--- src/rtl/uart_os_rx_pkg.sv ---
package uart_os_rx_pkg;
  localparam int unsigned OVS      = 16;
  localparam int unsigned RT_W     = $clog2(OVS) + 1;
  localparam int unsigned MAX_DATA = 9;
  localparam int unsigned IDX_W    = $clog2(MAX_DATA + 2);
  localparam int unsigned HIST_W   = 3;

  localparam logic [RT_W-1:0] RT_FIRST = RT_W'(1);
  localparam logic [RT_W-1:0] RT_LAST  = RT_W'(OVS);
  localparam logic [RT_W-1:0] SLOT_S1  = RT_W'(3);
  localparam logic [RT_W-1:0] SLOT_S2  = RT_W'(5);
  localparam logic [RT_W-1:0] SLOT_S3  = RT_W'(7);
  localparam logic [RT_W-1:0] SLOT_V1  = RT_W'(OVS / 2);
  localparam logic [RT_W-1:0] SLOT_V2  = RT_W'(OVS / 2 + 1);
  localparam logic [RT_W-1:0] SLOT_V3  = RT_W'(OVS / 2 + 2);

  typedef enum logic {ST_HUNT, ST_FRAME} rx_state_e;
endpackage

--- src/rtl/uart_os_rx_edge.sv ---
module uart_os_rx_edge
  import uart_os_rx_pkg::*;
(
  input  logic clk_i,
  input  logic rst_ni,
  input  logic en_i,
  input  logic adv_i,
  input  logic smp_i,
  input  logic preload_i,
  output logic edge_o
);
  logic [HIST_W-1:0] hist_q;

  assign edge_o = adv_i && (&hist_q) && !smp_i;

  always_ff @(posedge clk_i or negedge rst_ni) begin
    if (!rst_ni)        hist_q <= '0;
    else if (!en_i)     hist_q <= '0;
    else if (adv_i) begin
      if (preload_i)    hist_q <= '1;
      else              hist_q <= {hist_q[HIST_W-2:0], smp_i};
    end
  end
endmodule

--- src/rtl/uart_os_rx_core.sv ---
module uart_os_rx_core
  import uart_os_rx_pkg::*;
(
  input  logic                clk_i,
  input  logic                rst_ni,
  input  logic                en_i,
  input  logic                adv_i,
  input  logic                smp_i,
  input  logic                edge_i,
  input  logic                nine_i,
  output logic                done_o,
  output logic [MAX_DATA-1:0] char_o,
  output logic                nf_o,
  output logic                stop_o,
  output logic                brk_o
);
  rx_state_e           state_q;
  logic [RT_W-1:0]     rt_q, rt_cur;
  logic [IDX_W-1:0]    idx_q, idx_cur, last_idx;
  logic                va_q, vb_q, nf_q, zero_q;
  logic [MAX_DATA-1:0] sh_q;
  logic                late, early, maj, dis, in_frame, vote_now;

  // realign only outside the voting window of the current bit
  assign late     = edge_i && (rt_q > SLOT_V3);
  assign early    = edge_i && (rt_q <= SLOT_S1);
  assign rt_cur   = (late || early || rt_q == RT_LAST) ? RT_FIRST : rt_q + 1'b1;
  assign idx_cur  = (late || (!early && rt_q == RT_LAST)) ? idx_q + 1'b1 : idx_q;
  assign last_idx = nine_i ? IDX_W'(MAX_DATA + 1) : IDX_W'(MAX_DATA);

  assign maj      = (va_q & vb_q) | (va_q & smp_i) | (vb_q & smp_i);
  assign dis      = !((va_q == vb_q) && (vb_q == smp_i));
  assign in_frame = (state_q == ST_FRAME) && adv_i && en_i;
  assign vote_now = in_frame && (rt_cur == SLOT_V3) && (idx_cur != '0);

  assign done_o = vote_now && (idx_cur == last_idx);
  assign char_o = sh_q;
  assign nf_o   = nf_q | dis;
  assign stop_o = maj;
  assign brk_o  = zero_q && !maj;

  always_ff @(posedge clk_i or negedge rst_ni) begin
    if (!rst_ni) begin
      state_q <= ST_HUNT;
      rt_q    <= RT_FIRST;
      idx_q   <= '0;
      va_q    <= 1'b0;
      vb_q    <= 1'b0;
      nf_q    <= 1'b0;
      zero_q  <= 1'b0;
      sh_q    <= '0;
    end else if (!en_i) begin
      state_q <= ST_HUNT;
    end else if (adv_i) begin
      if (state_q == ST_HUNT) begin
        if (edge_i) begin
          state_q <= ST_FRAME;
          rt_q    <= RT_FIRST;
          idx_q   <= '0;
          nf_q    <= 1'b0;
          zero_q  <= 1'b1;
          sh_q    <= '0;
        end
      end else begin
        rt_q  <= rt_cur;
        idx_q <= idx_cur;
        if (idx_cur == '0) begin
          // start bit: confirm at S1..S3, then only watch for noise
          if (rt_cur == SLOT_S1) va_q <= smp_i;
          else if (rt_cur == SLOT_S2) vb_q <= smp_i;
          else if (rt_cur == SLOT_S3) begin
            if (maj) state_q <= ST_HUNT;
            else     nf_q    <= nf_q | va_q | vb_q | smp_i;
          end else if (rt_cur == SLOT_V1 || rt_cur == SLOT_V2 || rt_cur == SLOT_V3) begin
            nf_q <= nf_q | smp_i;
          end
        end else begin
          if (rt_cur == SLOT_V1) va_q <= smp_i;
          else if (rt_cur == SLOT_V2) vb_q <= smp_i;
          else if (rt_cur == SLOT_V3) begin
            nf_q <= nf_q | dis;
            if (idx_cur < last_idx) begin
              sh_q[idx_cur - 1'b1] <= maj;
              zero_q               <= zero_q & !maj;
            end else begin
              state_q <= ST_HUNT;
            end
          end
        end
      end
    end
  end
endmodule

--- src/rtl/uart_os_rx.sv ---
module uart_os_rx
  import uart_os_rx_pkg::*;
(
  input  logic       clk_i,
  input  logic       rst_ni,
  input  logic       tick_i,
  input  logic       rxd_i,
  input  logic       rx_en_i,
  input  logic       inv_i,
  input  logic       nine_i,
  input  logic       rd_i,
  input  logic       clr_ovr_i,
  input  logic       clr_nf_i,
  input  logic       clr_fe_i,
  output logic [7:0] data_o,
  output logic       bit8_o,
  output logic       full_o,
  output logic       ovr_o,
  output logic       nf_o,
  output logic       fe_o
);
  logic                smp, adv, edge_hit, preload;
  logic                done, frm_nf, stop_bit, brk;
  logic [MAX_DATA-1:0] chr, data_q;
  logic                full_q, ovr_q, nf_q, fe_q, deliver;

  assign smp     = rxd_i ^ inv_i;
  assign adv     = tick_i & rx_en_i;
  assign preload = done && !stop_bit && !brk;
  assign deliver = done && !fe_q;

  uart_os_rx_edge u_edge (
    .clk_i, .rst_ni, .en_i(rx_en_i), .adv_i(adv), .smp_i(smp),
    .preload_i(preload), .edge_o(edge_hit)
  );

  uart_os_rx_core u_core (
    .clk_i, .rst_ni, .en_i(rx_en_i), .adv_i(adv), .smp_i(smp),
    .edge_i(edge_hit), .nine_i, .done_o(done), .char_o(chr),
    .nf_o(frm_nf), .stop_o(stop_bit), .brk_o(brk)
  );

  // clears first, sets override
  always_ff @(posedge clk_i or negedge rst_ni) begin
    if (!rst_ni) begin
      data_q <= '0;
      full_q <= 1'b0;
      ovr_q  <= 1'b0;
      nf_q   <= 1'b0;
      fe_q   <= 1'b0;
    end else begin
      if (rd_i)      full_q <= 1'b0;
      if (clr_ovr_i) ovr_q  <= 1'b0;
      if (clr_nf_i)  nf_q   <= 1'b0;
      if (clr_fe_i)  fe_q   <= 1'b0;
      if (deliver) begin
        if (!full_q) begin
          data_q <= chr;
          full_q <= 1'b1;
          nf_q   <= frm_nf;
        end else begin
          ovr_q  <= 1'b1;
        end
      end
      if (done && !stop_bit) fe_q <= 1'b1;
    end
  end

  assign data_o = data_q[7:0];
  assign bit8_o = data_q[MAX_DATA-1];
  assign full_o = full_q;
  assign ovr_o  = ovr_q;
  assign nf_o   = nf_q;
  assign fe_o   = fe_q;
endmodule

--- config.mk ---
export PLATFORM = sky130hd
export DESIGN_NAME = uart_os_rx
export DESIGN_NICKNAME = d
export VERILOG_FILES = /design/src/rtl/uart_os_rx_pkg.sv /design/src/rtl/uart_os_rx_edge.sv /design/src/rtl/uart_os_rx_core.sv /design/src/rtl/uart_os_rx.sv
export SDC_FILE = /design/constraint.sdc
export NUM_CORES = 1
export LEC_CHECK = 0
export ABC_CLOCK_PERIOD_IN_PS = 3260
export BUFFER_PORTS_ARGS = -buffer_cell sky130_fd_sc_hd__buf_2
export CAP_MARGIN = 20
export CORE_MARGIN = 2
export CORE_UTILIZATION = 53
export CTS_CLUSTER_DIAMETER = 40
export CTS_CLUSTER_SIZE = 28
export DETAILED_ROUTE_END_ITERATION = 10
export PLACE_DENSITY = 0.75
export SETUP_SLACK_MARGIN = 0.15
export SLEW_MARGIN = 20
export SYNTH_ARGS = -nofsm -noshare
export SYNTH_HDL_FRONTEND = slang
export SYNTH_SLANG_ARGS = --single-unit
--- constraint.sdc ---
create_clock -name clk_i -period 3.26 [get_ports clk_i]
set_input_delay 0.815 -clock clk_i [delete_from_list [all_inputs] [get_ports clk_i]]
set_output_delay 0.815 -clock clk_i [all_outputs]
set_load 0.02 [all_outputs]
* Word level (Yosys, flattened, before mapping)
Index checks and enable logic that the tools add are counted.
Cells by class: $add $sub $neg 3, $lt $le $gt $ge 5, eq/ne operators 27, multiplexer cells 70, bitwise logic cells 14, reduce and logical (&&, ||, !) cells 40
Operators by type and width (number):
- 9-bit two-way mux | 7
- 1-bit two-way mux | 51
- 1-bit logical AND | 16
- 2-bit != test, second input constant | 8
- 5-bit by 4-bit == test with 1-bit output, second input constant | 3
- 5-bit two-way mux | 3
- 3-bit != test, second input constant | 5
- 4-bit two-way mux | 3
- 5-bit by 3-bit == test with 1-bit output, second input constant | 2
- 10-bit AND reduction | 1
- 9-bit bitwise mux | 1
- 3-bit two-way mux | 3
- 4-bit != test, second input constant | 2
- 8-bit AND reduction | 1
- 2-bit nonzero test | 4
- 1-bit bitwise OR | 7
- 7-bit AND reduction | 1
- 1-bit zero test | 6
- 3-bit AND reduction | 2
- 5-bit by 1-bit adder with 5-bit output, second input constant | 1
- 1-bit AND | 5
- 5-bit by 2-bit == test with 1-bit output, second input constant | 1
- 5-bit == test, second input constant | 1
- 5-bit by 4-bit > comparator with 1-bit output, second input constant | 1
- other kinds (18) | 24
Storage, ports and cells: flip-flop bits (word level) 39, output and inout port bits 13, word-level logic and storage cells 173

* Logic depth before layout (Yosys ltp)
depth after elaboration 20, depth in mapped cells 15, mapped depth without buffers 13

* By module
A second synthesis with hierarchy kept.
Unflattened totals: cell total of the unflattened synthesis 281, area total of the unflattened synthesis 2645.0 um2
Modules (own cells, without submodules):
- uart_os_rx_core | times used 1, cells an instance 230, area an instance 1984.4 um2, seq. area each 576.8 um2
- uart_os_rx | times used 1, cells an instance 36, area an instance 529.3 um2, seq. area each 325.3 um2
- uart_os_rx_edge | times used 1, cells an instance 15, area an instance 131.4 um2, seq. area each 75.1 um2

* Worst setup path before layout
Ideal clock, no wire load.
kind input to register, start point input inv_i, end point register u_core.sh_q[3] (netlist: u_core.char_o[3]), library setup time 0.069 ns, arrival time 3.534 ns, required time 3.191 ns, path slack -0.343 ns, stages on the path 11, cell sequence xor2_2 -> nor3_2 -> a21boi_2 -> mux2_2 -> ha_1 -> a21oi_1 -> nand3b_1 -> a211o_1 -> buf_6 -> or4_1 -> nand3_1
Between the ends: word-level cells in the longest chain between the ends 20, elaborated cells on any way between the ends 41, classes of those cells add/sub (1); order compare (3); eq/ne (8); mux (11); bitwise (5); reduce/logical (13)
Ends and longest elaborated chain:
- start: declaration | RTL line uart_os_rx.sv:9 | input logic inv_i,
- 1-bit XOR * | RTL line uart_os_rx.sv:27 | assign smp = rxd_i ^ inv_i;
- 1-bit zero test | RTL line uart_os_rx_edge.sv:14 | assign edge_o = adv_i && (&hist_q) && !smp_i;
- 1-bit logical AND | RTL line uart_os_rx_edge.sv:14
- 1-bit logical AND | RTL line uart_os_rx_core.sv:26 | assign early = edge_i && (rt_q <= SLOT_S1);
- 1-bit zero test | RTL line uart_os_rx_core.sv:28 | assign idx_cur = (late || (!early && rt_q == RT_LAST)) ? idx_q + 1'b1 : idx_q;
- 1-bit logical AND | RTL line uart_os_rx_core.sv:28
- 1-bit logical OR | RTL line uart_os_rx_core.sv:28
- 4-bit two-way mux | RTL line uart_os_rx_core.sv:28
- [4 not listed]
- 1-bit demux with 4-bit select
- 9-bit bitwise mux | RTL line uart_os_rx_core.sv:83 | sh_q[idx_cur - 1'b1] <= maj;
- 9-bit two-way mux | RTL line uart_os_rx_core.sv:82 | if (idx_cur < last_idx) begin
- 9-bit two-way mux | RTL line uart_os_rx_core.sv:80 | else if (rt_cur == SLOT_V3) begin
- 9-bit two-way mux | RTL line uart_os_rx_core.sv:79 | else if (rt_cur == SLOT_V2) vb_q <= smp_i;
- 9-bit two-way mux | RTL line uart_os_rx_core.sv:78 | if (rt_cur == SLOT_V1) va_q <= smp_i;
- 9-bit two-way mux | RTL line uart_os_rx_core.sv:67 | if (idx_cur == '0) begin
- 9-bit two-way mux | RTL line uart_os_rx_core.sv:55 | if (state_q == ST_HUNT) begin
- end signal: indexed assignment | RTL line uart_os_rx_core.sv:83
- end: declaration | RTL line uart_os_rx_core.sv:21 | logic [MAX_DATA-1:0] sh_q;
Mark *: on every way between the ends. The rest lies on a longest branch, timed or not. The select of a mux whose other input is x is not followed. A chain may end at the register's enable or synchronous reset.

* Final worst setup path
start point register u_core.rt_q[0], end point register u_edge.hist_q[0]
Between the ends: word-level cells in the longest chain between the ends 14, elaborated cells on any way between the ends 24, classes of those cells add/sub (1); order compare (2); eq/ne (3); mux (5); reduce/logical (13)
Ends and longest elaborated chain:
- start: declaration | RTL line uart_os_rx_core.sv:18 | logic [RT_W-1:0] rt_q, rt_cur;
- start signal: assignment | RTL line uart_os_rx_core.sv:65 | rt_q <= rt_cur;
- 5-bit by 4-bit > comparator with 1-bit output / 5-bit by 2-bit less-or-equal comparator with 1-bit output (equally long branches) | RTL line uart_os_rx_core.sv:25, uart_os_rx_core.sv:26
- 1-bit logical AND, on equally long branches | RTL line uart_os_rx_core.sv:25, uart_os_rx_core.sv:26
- 1-bit logical OR / 1-bit zero test (equally long branches) | RTL line uart_os_rx_core.sv:27, uart_os_rx_core.sv:28
- 1-bit logical OR / 1-bit logical AND (equally long branches) | RTL line uart_os_rx_core.sv:27, uart_os_rx_core.sv:28
- 5-bit two-way mux / 1-bit logical OR (equally long branches) | RTL line uart_os_rx_core.sv:27, uart_os_rx_core.sv:28
- 5-bit by 4-bit == test with 1-bit output / 4-bit two-way mux (equally long branches) | RTL line uart_os_rx_core.sv:34, uart_os_rx_core.sv:28
- 1-bit logical AND / 4-bit nonzero test (equally long branches) | RTL line uart_os_rx_core.sv:34 | assign vote_now = in_frame && (rt_cur == SLOT_V3) && (idx_cur != '0);
- 1-bit logical AND | RTL line uart_os_rx_core.sv:34
- 1-bit logical AND * | RTL line uart_os_rx_core.sv:36 | assign done_o = vote_now && (idx_cur == last_idx);
- 1-bit logical AND * (2 in series) | RTL line uart_os_rx.sv:29 | assign preload = done && !stop_bit && !brk;
- 3-bit two-way mux * | RTL line uart_os_rx_edge.sv:20 | if (preload_i) hist_q <= '1;
- 3-bit two-way mux * | RTL line uart_os_rx_edge.sv:19 | else if (adv_i) begin
- 3-bit two-way mux * | RTL line uart_os_rx_edge.sv:18 | else if (!en_i) hist_q <= '0;
- end signal: assignment | RTL line uart_os_rx_edge.sv:21 | else hist_q <= {hist_q[HIST_W-2:0], smp_i};
- end: declaration | RTL line uart_os_rx_edge.sv:12 | logic [HIST_W-1:0] hist_q;
Marked as above.

==> results.py <==
metrics = {
    "run_status": {
        "outcome": "completed",
    },
    "cts": {
        "htree_levels": 2,
        "clk_latency_ps": 300,
        "clk_pin_slew_ps": 80,
        "clock_path_buffers": 2,
        "cts_tree": "built",
        "clock-sinks": 39,
        "cts_buffers": 5,
        "cts-root-buf": "clkbuf_8",
        "holdBufCountCts": 0,
    },
    "critical_path": {
        "cp_data_arrival_time_ps": 3330,
        "timing.rr.start": "u_core.rt_q[0]$_DFFE_PN1P_",
        "startpoint_type": "register",
        "cp_max_fo": 3,
        "cp-end-kind": "register",
        "crit_required_ps": 3490,
        "crit_path_start": "u_core.rt_q[0]$_DFFE_PN1P_",
        "path_class": "register to register",
    },
    "die": {
        "die_w_um": 72.9,
        "io-pin-count": 24,
        "dieArea_mm2": 0.00531,
        "initial_core_util_pct": 54.0,
        "core_mm2": 0.00466,
        "rows": 25,
        "die_height_um": 72.9,
    },
    "routing": {
        "vias": 2275,
        "drtIter0Drc": 176,
        "wl_per_cell_um": 15.4,
        "via_per_inst": 5.97,
        "drc": 0,
        "drtPass1Iterations": 4,
        "routed_wl_mm": 5.87,
        "ant_nets": 0,
    },
    "synthesis": {
        "yosysTopAreaCell": "dfrtp_1",
        "seq_area_frac_synth_pct": 38.8,
        "synthesis.instances": 262,
        "synth_edf_count": 0,
        "synth-main-ff-cell": "dfrtp_1",
        "syn_area_per_cell_um2": 9.60,
        "synth-async-reset-ratio_pct": 100,
        "synthTopCellsByArea": "dfrtp_1, mux2_1, ha_1",
        "yosysUniqueCellTypes": 64,
        "synth_top_cell_area_share_pct": 37.8,
        "netlist_area_mm2": 0.00252,
        "yosys_warnings": 0,
        "synth-seq-cells": 39,
        "synth_nets": 281,
    },
    "power_and_ir_drop": {
        "power_density_mw_per_mm2": 290,
        "p_sw_share_pct": 26.2,
        "seqPwrFrac_pct": 53.6,
        "power.internal_uw": 679,
        "power_leakage_uw": 0.00153,
        "clockPowerShare_pct": 36.1,
        "ir_worst_vdd_mv": 0.171,
        "pwr-share-comb_pct": 10.3,
        "switchingPower_uw": 241,
    },
    "finish": {
        "final_util_pct": 68.0,
        "antenna_cells": 0,
        "layout.cells.non_filler": 381,
        "fillers": 357,
        "final_area_mm2": 0.00317,
        "multi_input_area_mm2": 0.00153,
        "drive_gt1_share_pct": 35.8,
        "syn2layout_area_growth_pct": 26.0,
        "seqCellArea_um2": 978,
        "layout.nets": 345,
    },
    "sta": {
        "fin_crit_sh_pct": 95.1,
        "slew_violations": 0,
        "timing.fmax_mhz": 322,
        "setup_viol_count_final": 0,
        "rsz0062_at_grt": "true",
        "period_minus_slack_ps": 3100,
        "holdWs_ps": 485,
        "clock_skew_ps": 7.33,
        "maxSlewHeadroom_pct": 43.5,
        "tns_ps": 0,
        "hold_viol": 0,
        "worstMarginPinSlew_ps": 847,
    },
    "placed_design": {
        "placedCellCount": 369,
        "dpl.hpwl_mm": 4.36,
        "gp_congestion": 0.896,
        "place_area_mm2": 0.00300,
        "io_buffers": 23,
    },
    "min_path": {
        "min_path_type": "register to register",
        "min-delay-start": "data_q[1]$_DFFE_PN0P_",
    },
    "global_route": {
        "grt_overflow": 0,
        "grt_pass1_wl_mm": 9.77,
        "grt.total_usage_pct": 23.9,
        "grt_pass1_vias": 2126,
        "grt_max_degree": 40,
        "antenna_found_initial": 0,
    },
    "run": {
        "cap_violations": 0,
    },
}
power groups by stage:
| stage | combinational, uW | clock, uW | sequential (uW) |
|---|---|---|---|
| 6_report | 94.6 | 332 | 493 |
| 5_1_grt | 105 | 357 | 494 |
| 4_1_cts | 89.6 | 334 | 492 |
| 3_5_place_dp | 89.3 | 0 | 502 |
| 3_3_place_gp | 88.0 | 0 | 502 |
| 2_1_floorplan | 54.4 | 0 | 501 |
final cells by class:
cell class | count | area share (%)
clock buffer | 6 | 2.29
multi-input combinational | 198 | 48.1
timing repair buffer | 68 | 14.5
sequential | 39 | 30.9
tap | 54 | 2.13
clock inverter | 2 | 0.395
inverter | 14 | 1.66
final timing paths:
kind | endpoint | slack, ps | cells past startpoint
min in group asynchronous | u_edge.hist_q[1]$_DFFE_PN0P_ | 620 | 1
max reg2reg | u_edge.hist_q[0]$_DFFE_PN0P_ | 160 | 12
max in group asynchronous | u_core.rt_q[3]$_DFFE_PN0P_ | 2060 | 1
min | data_q[1]$_DFFE_PN0P_ | 490 | 1
max | u_edge.hist_q[0]$_DFFE_PN0P_ | 160 | 12
min reg2reg | data_q[1]$_DFFE_PN0P_ | 490 | 1
metal layers:
metal  share of wire, %  up-vias  global-route usage [%]
met5                  0        -                       0
met4                1.8        0                    8.02
met3                4.8       10                    4.83
met2                 47       72                    38.0
met1                 46     1100                    32.7
li1                   -     1093                       -
what timing repair did:
| item | CTS | global route |
|---|---|---|
| setup buffers | 0 | 4 |
| resized for setup | 0 | 17 |
| endpoints found under the hold margin | 0 | 0 |
| setup endpoints to repair | 0 | 25 |
layout by cell type, fill, tap and decap left out, types with 2 or more instances in the layout:
| cell | instances |
|---|---|
| buf_6 | 2 |
| nand2b_1 | 7 |
| nor3_1 | 7 |
| buf_4 | 43 |
| nand3b_1 | 3 |
| a32oi_1 | 2 |
| a21oi_1 | 7 |
| nand2_2 | 4 |
| o211a_1 | 2 |
| o21ai_2 | 3 |
| or4_1 | 4 |
| and2_1 | 5 |
| a221o_1 | 3 |
| ha_2 | 3 |
| o22ai_1 | 6 |
| a22o_1 | 3 |
| dfrtp_1 | 37 |
| or2_2 | 2 |
| mux2i_1 | 5 |
| mux2_2 | 3 |
| nand2_1 | 18 |
| a211o_1 | 3 |
| buf_2 | 23 |
| o31ai_1 | 3 |
| inv_1 | 13 |
| nor2b_1 | 4 |
| clkbuf_8 | 5 |
| o21ai_0 | 11 |
| and2_4 | 2 |
| mux2_1 | 9 |
| nor2_1 | 16 |
| ha_1 | 4 |
| o31a_1 | 2 |
| or4_4 | 2 |
| o21ai_1 | 5 |
| nand3_1 | 13 |
cells by family (layout without fill, tap and decap cells):
kind of cell / Yosys count / after routing / synth area share [%]
simple gates: 100 / 100 / 22.2
compound gates: 67 / 67 / 19.7
flops: 39 / 39 / 38.8
buf+inv: 25 / 90 / 4.82
mux: 19 / 19 / 8.70
fa+ha+maj: 8 / 8 / 3.98
xor+xnor: 4 / 4 / 1.69
metrics by stage:
stage | setup slack (ps) | power [uW]
finish | 158 | 920
global route | 63.6 | 956
CTS | 153 | 917
detailed placement | -150 | 591
global placement | -124 | 590
floorplan | -1.14 | 555
cells in the mapped netlist (4+ instances only):
cell,count
mux2_2,4
nor2_1,16
nand2b_1,7
mux2i_1,5
nand2_1,22
o22ai_1,7
nor3_1,7
a21oi_1,9
mux2_1,9
o21ai_0,13
and2_1,6
nor2b_1,4
inv_1,14
o21ai_1,4
dfrtp_1,38
nand3_1,13
ha_1,8
buf_2,4
or4_1,4
state kept, by name, indices dropped and copies added, names as in the netlist, 3 cells and up:
signal,count
data_q,9
u_core.char_o,9
u_core.idx_q,4
u_core.rt_q,5
u_edge.hist_q,3
critical path, cell delays in order, from the launching register on:
cell	delay [ps]
dfstp_2	550
inv_2	50
ha_2	160
nand3b_1	210
nand2_2	150
a21boi_4	80
mux2_4	320
ha_4	290
nand2_2	60
buf_4	120
or4_4	410
or4_4	540
o21ai_1	90
Power figures use the tool's default switching activity.
